**src/rtl/modrst_pkg.sv**
```systemverilog
package modrst_pkg;

  // Cycles covering a time given in nanoseconds, rounded up, never zero.
  function automatic longint ns_to_cycles(input longint clk_hz, input longint ns);
    longint c;
    c = (clk_hz * ns + 64'd999_999_999) / 64'd1_000_000_000;
    return (c < 1) ? 64'd1 : c;
  endfunction

  // Cycles covering a time given in milliseconds, never zero.
  function automatic longint ms_to_cycles(input longint clk_hz, input longint ms);
    longint c;
    c = (clk_hz * ms) / 64'd1000;
    return (c < 1) ? 64'd1 : c;
  endfunction

  // Half of a blink period given in milliseconds, never zero.
  function automatic longint blink_half(input longint clk_hz, input longint ms);
    longint c;
    c = (clk_hz * ms) / 64'd2000;
    return (c < 1) ? 64'd1 : c;
  endfunction

  // Bits needed to hold values 0..n.
  function automatic int cnt_width(input longint n);
    int w;
    w = 1;
    while ((64'd1 << w) <= n) w++;
    return w;
  endfunction

endpackage

```
**src/rtl/modrst_sync.sv**
```systemverilog
module modrst_sync #(
  parameter int STAGES = 2
) (
  input  logic clk,
  input  logic rst_n,
  input  logic d_i,
  output logic q_o
);

  logic [STAGES-1:0] chain;

  always_ff @(posedge clk or negedge rst_n) begin
    if (!rst_n) chain <= '1;
    else        chain <= {chain[STAGES-2:0], d_i};
  end

  assign q_o = chain[STAGES-1];

endmodule

```
**src/rtl/modrst_pulse.sv**
```systemverilog
module modrst_pulse #(
  parameter bit      LIMIT     = 1'b1,
  parameter longint  PULSE_CYC = 48
) (
  input  logic clk,
  input  logic rst_n,
  input  logic req_n_s,
  output logic por_n
);

  localparam int PW = modrst_pkg::cnt_width(PULSE_CYC);
  localparam logic [PW-1:0] PLEN = PW'(PULSE_CYC);

  generate
    if (LIMIT) begin : g_limit
      logic          req_d;
      logic [PW-1:0] cnt;
      logic          active;
      logic          fall_evt;

      assign active   = (cnt != '0);
      assign fall_evt = req_d & ~req_n_s;

      always_ff @(posedge clk or negedge rst_n) begin
        if (!rst_n) begin
          req_d <= 1'b1;
          cnt   <= '0;
        end else begin
          req_d <= req_n_s;
          if (fall_evt && !active) cnt <= PLEN;
          else if (active)         cnt <= cnt - PW'(1);
        end
      end

      assign por_n = ~active;

      a_r4_no_extend: assert property (@(posedge clk) disable iff (!rst_n)
        (active && cnt != PW'(1)) |=> (cnt == $past(cnt) - PW'(1)));
      a_r3_len_bound: assert property (@(posedge clk) disable iff (!rst_n)
        active |-> (cnt <= PLEN));
      a_r3_start_on_fall: assert property (@(posedge clk) disable iff (!rst_n)
        $fell(por_n) |-> $past(fall_evt));
    end else begin : g_follow
      assign por_n = req_n_s;
    end
  endgenerate

endmodule

```
**src/rtl/modrst_status.sv**
```systemverilog
module modrst_status #(
  parameter longint WIN_CYC  = 750,
  parameter longint HALF_CYC = 12
) (
  input  logic clk,
  input  logic rst_n,
  input  logic por_n,
  input  logic usr_i,
  output logic stat_o
);

  localparam int WW = modrst_pkg::cnt_width(WIN_CYC);
  localparam int BW = modrst_pkg::cnt_width(HALF_CYC);
  localparam logic [WW-1:0] WIN_LIM  = WW'(WIN_CYC);
  localparam logic [BW-1:0] HALF_END = BW'(HALF_CYC - 1);

  logic [WW-1:0] win_cnt;
  logic          win_done;
  logic [BW-1:0] bl_cnt;
  logic          blink_ph;

  // Hold window: counts while the processor runs, cleared by any reset.
  always_ff @(posedge clk or negedge rst_n) begin
    if (!rst_n)                win_cnt <= '0;
    else if (!por_n)           win_cnt <= '0;
    else if (win_cnt != WIN_LIM) win_cnt <= win_cnt + WW'(1);
  end

  assign win_done = (win_cnt == WIN_LIM);

  // Free-running slow blinker.
  always_ff @(posedge clk or negedge rst_n) begin
    if (!rst_n) begin
      bl_cnt   <= '0;
      blink_ph <= 1'b0;
    end else if (bl_cnt == HALF_END) begin
      bl_cnt   <= '0;
      blink_ph <= ~blink_ph;
    end else begin
      bl_cnt   <= bl_cnt + BW'(1);
    end
  end

  assign stat_o = (por_n && win_done) ? usr_i : blink_ph;

  a_r7_window_bound: assert property (@(posedge clk) disable iff (!rst_n)
    win_cnt <= WIN_LIM);
  a_r9_restart_blink: assert property (@(posedge clk) disable iff (!rst_n)
    $fell(por_n) |=> (stat_o == blink_ph));
  a_r6_blink_bound: assert property (@(posedge clk) disable iff (!rst_n)
    bl_cnt <= HALF_END);

endmodule

```
**src/rtl/modrst_seq.sv**
```systemverilog
module modrst_seq #(
  parameter bit     SWAP_PINS = 1'b0,
  parameter longint CLK_HZ    = 25_000_000,
  parameter longint PULSE_NS  = 1900,
  parameter longint WINDOW_MS = 30_000,
  parameter longint BLINK_MS  = 1000,
  parameter int     SYNC_STG  = 2
) (
  input  logic       clk,
  input  logic       rst_n,
  input  logic       conn_a_i,
  output logic       conn_a_o,
  output logic       conn_a_oe,
  input  logic       conn_b_i,
  output logic       conn_b_o,
  output logic       conn_b_oe,
  output logic       por_n_o,
  input  logic [1:0] boot_strap_i,
  output logic [1:0] boot_sel_o,
  input  logic       fpga_usr_i,
  output logic       stat_o,
  input  logic       wd_en_i,
  input  logic       wd_kick_i,
  output logic       wdi_o
);

  localparam longint PULSE_CYC = modrst_pkg::ns_to_cycles(CLK_HZ, PULSE_NS);
  localparam longint WIN_CYC   = modrst_pkg::ms_to_cycles(CLK_HZ, WINDOW_MS);
  localparam longint HALF_CYC  = modrst_pkg::blink_half(CLK_HZ, BLINK_MS);

  logic req_pin;
  logic req_n_s;
  logic por_n;

  assign req_pin = SWAP_PINS ? conn_b_i : conn_a_i;

  modrst_sync #(.STAGES(SYNC_STG)) u_sync (
    .clk(clk), .rst_n(rst_n), .d_i(req_pin), .q_o(req_n_s)
  );

  modrst_pulse #(.LIMIT(!SWAP_PINS), .PULSE_CYC(PULSE_CYC)) u_pulse (
    .clk(clk), .rst_n(rst_n), .req_n_s(req_n_s), .por_n(por_n)
  );

  modrst_status #(.WIN_CYC(WIN_CYC), .HALF_CYC(HALF_CYC)) u_status (
    .clk(clk), .rst_n(rst_n), .por_n(por_n), .usr_i(fpga_usr_i), .stat_o(stat_o)
  );

  assign por_n_o   = por_n;
  assign conn_a_oe = SWAP_PINS;
  assign conn_b_oe = !SWAP_PINS;
  assign conn_a_o  = SWAP_PINS ? por_n : 1'b1;
  assign conn_b_o  = SWAP_PINS ? 1'b1 : por_n;

  assign boot_sel_o = boot_strap_i;
  assign wdi_o      = wd_en_i & wd_kick_i;

  a_r2_echo_pin: assert property (@(posedge clk) disable iff (!rst_n)
    (SWAP_PINS ? conn_a_o : conn_b_o) == por_n_o);

endmodule

```
**config.mk**
```make
export PLATFORM = sky130hd
export DESIGN_NAME = modrst_seq
export DESIGN_NICKNAME = d
export VERILOG_FILES = /design/src/rtl/modrst_pkg.sv /design/src/rtl/modrst_sync.sv /design/src/rtl/modrst_pulse.sv /design/src/rtl/modrst_status.sv /design/src/rtl/modrst_seq.sv
export SDC_FILE = /design/constraint.sdc
export NUM_CORES = 1
export LEC_CHECK = 0
export BUFFER_PORTS_ARGS = -buffer_cell sky130_fd_sc_hd__buf_2
export CORE_MARGIN = 5
export CORE_UTILIZATION = 25
export CTS_CLUSTER_SIZE = 30
export DETAILED_ROUTE_END_ITERATION = 10
export GPL_ROUTABILITY_DRIVEN = 0
export SLEW_MARGIN = 20
export SYNTH_ARGS = -nofsm -noshare
export SYNTH_HDL_FRONTEND = slang
export SYNTH_SLANG_ARGS = --single-unit
```
**constraint.sdc**
```tcl
create_clock -name clk -period 4.4 [get_ports clk]
set_input_delay 1.32 -clock clk [delete_from_list [all_inputs] [get_ports clk]]
set_output_delay 1.32 -clock clk [all_outputs]
set_load 0.02 [all_outputs]
```
==> flow_summary.yaml <==
die:
  dieArea_um2: 15100
  die_h_um: 123
  rows: 41
  io_pins: 18
  initial_core_util: 0.253
  die_x_um: 123
  core_um2: 12600
pwr:
  power_mw: 1.47
  vdd_drop_max_mv: 0.168
  p_leak_nw: 1.55
  powerDensity_nw_per_um2: 398
clock_network:
  clock_sinks: 64
  cts_setup_buffers: 0
  cts_root_buffer: "clkbuf_16"
  cts_made_buffers: 9
  clock_latency_ns: 0.32
  post_cts_resized: 0
  ctsHoldBuffers: 0
  cts_tree: "yes"
  cts_buffer_depth: 2
  cts.reportedPaths.clkPinSlew_ns: 0.05
  cts_max_level: 3
global_route:
  grt.overflow.total: 0
  grt_pass1_vias: 2280
  track_usage: 0.0829
  antenna_found_initial: 0
  grt_max_degree: 50
  grt_pass1_wl_um: 10200
synthesis:
  synth-seq-area-share: 0.505
  synth.cell_area_um2: 3180
  synth_top_area_frac: 0.480
  synth.most_common_cell: "dfrtp_1"
  yosysTopAreaCell: "dfrtp_1"
  yosys_most_used_dff: "dfrtp_1"
  ys_top_cells_by_area: "dfrtp_1, xor2_1, nor2_1"
  synth_common_cells: "dfrtp_1, nor2_1, xor2_1"
  synth_edf_count: 0
  synth.ff_latch_count: 64
  synth.distinct_cells: 43
  async_flop_share: 1.00
  avgSynthCellArea_um2: 9.97
  ys_warn_count: 0
  netlist_instances: 319
layout:
  syn_to_final_growth_pct: 16.3
  postLayoutCoreUtil: 0.294
  drive_gt1_frac: 0.113
  antenna_cells: 0
  nets: 346
  layout.cells.non_filler: 509
routing:
  wl_per_cell_um: 11.3
  drc: 0
  vias: 2218
  firstDrtPassIters: 4
  routed_via_density: 4.36
  drt_iter0_drc: 87
  wl_um: 5730
  postRouteAntennaNets: 0
timing:
  tightest_slew_ns: 0.719
  slew_headroom: 0.517
  finalCriticalPeriod_ns: 3.84
  setup_ws_ns: 0.559
  hold_violations: 0
  period_share: 0.873
  fin_skew_ns: 0.00619
  finalSetupTns_ns: 0
  setup-violations-final: 0
  rsz0062_at_grt: "no"
  fmax_ghz: 0.260
  drv_slew: 0
hold_path:
  hold_class: "flip-flop to flip-flop"
  holdPathStages: 0
placed_design:
  place_inst: 493
  dp.final_hpwl_um: 3910
  place_ws_ns: 0.877
  io_buffers: 9
worst_setup_path:
  rr_worst_depth: 5
  cp_max_fo: 6
  required_ns: 3.08
  start_kind: "flip-flop"
  arrival_ns: 2.52
  cp-end-kind: "output port"
  criticalPathCategory: "flip-flop to output port"
run:
  cap_violations: 0
outcome:
  status: "completed"
[kinds of logic (layout without fill, tap and decap cells)]
| family | count (synthesis) | in the layout | share of synthesized area |
|---|---|---|---|
| AND/OR/NAND/NOR | 160 | 160 | 0.270 |
| flip-flops | 64 | 64 | 0.505 |
| XOR/XNOR | 47 | 47 | 0.129 |
| buffers and inverters | 20 | 37 | 0.0330 |
| AO/OA/AOI/OAI | 19 | 19 | 0.0330 |
| adder cells (fa/ha/maj) | 5 | 5 | 0.0197 |
| other | 2 | 3 | 0.00236 |
| multiplexers | 2 | 2 | 0.00787 |
[area by class of cell]
type,count,area (um^2)
clock buffer,14,264
clock inverter,2,37.5
fill,1277,8870
inverter,9,33.8
multi-input combinational,236,1470
sequential,64,1610
tap,172,215
timing repair buffer,12,70.1
[routing by layer]
metal / vias up / track usage / part of all wire
li1: 1116 / - / -
met1: 1069 / 0.0990 / 0.47
met4: 0 / 0.0231 / 0.0084
met3: 6 / 0.0300 / 0.039
met2: 27 / 0.140 / 0.48
met5: - / 0 / 0
[report_power, final]
group | switching (mW) | internal [mW]
combinational | 0.0692 | 0.0478
clock | 0.234 | 0.469
sequential | 0.0280 | 0.624
[registers in the layout (all words and copies together) (netlist names)]
signal                 flops
u_sync.chain               2
u_status.blink_ph          1
u_pulse.g_limit.req_d      1
u_status.bl_cnt           24
u_pulse.g_limit.cnt        6
u_status.win_cnt          30
[critical path, cell delays in order, from the launching register on]
cell     delay, ns
dfrtp_1       0.42
or4b_1        0.55
nor4_1        0.28
and3_1        0.42
nand2_4       0.07
mux2_4        0.29
buf_2         0.16
[final timing paths]
path	startpoint	end	slack (ns)
setup / recovery	u_status.win_cnt[15]	stat_o	0.56
hold / removal	u_sync.chain[0]	u_sync.chain[1]	0.35
setup reg to reg	u_status.win_cnt[15]	u_status.win_cnt[1]	2.31
hold reg to reg	u_sync.chain[0]	u_sync.chain[1]	0.35
max in group asynchronous	rst_n	u_status.bl_cnt[22]	2.71
min in group asynchronous	rst_n	u_status.win_cnt[11]	1.02
[layout by cell type (no fill, tap or decap), types with 2 or more instances in the layout]
cell / n
a21oi_1: 9
and2_1: 5
and3_1: 5
and4_1: 4
buf_2: 8
buf_4: 4
clkbuf_1: 3
clkbuf_16: 9
clkbuf_8: 2
conb_1: 3
dfrtp_1: 61
dfstp_2: 3
ha_1: 5
inv_1: 7
nand2_1: 21
nand2b_1: 2
nand3_1: 23
nand3b_1: 4
nand4_1: 17
nor2_1: 48
nor3_1: 7
nor3_2: 2
nor4_1: 4
nor4_2: 2
o21a_1: 2
o21ai_0: 2
o21ai_1: 4
or3_1: 3
or4_1: 5
xnor2_1: 16
xor2_1: 31
[per-stage QoR]
step	instance area, um^2	hold slack (ns)
global route	3700	0.362
finish	3700	0.355
global placement	3400	0.347
CTS	3700	0.356
floorplan	3180	0.345
detailed placement	3400	0.348
Note: power is estimated with default switching activity, not from simulation.
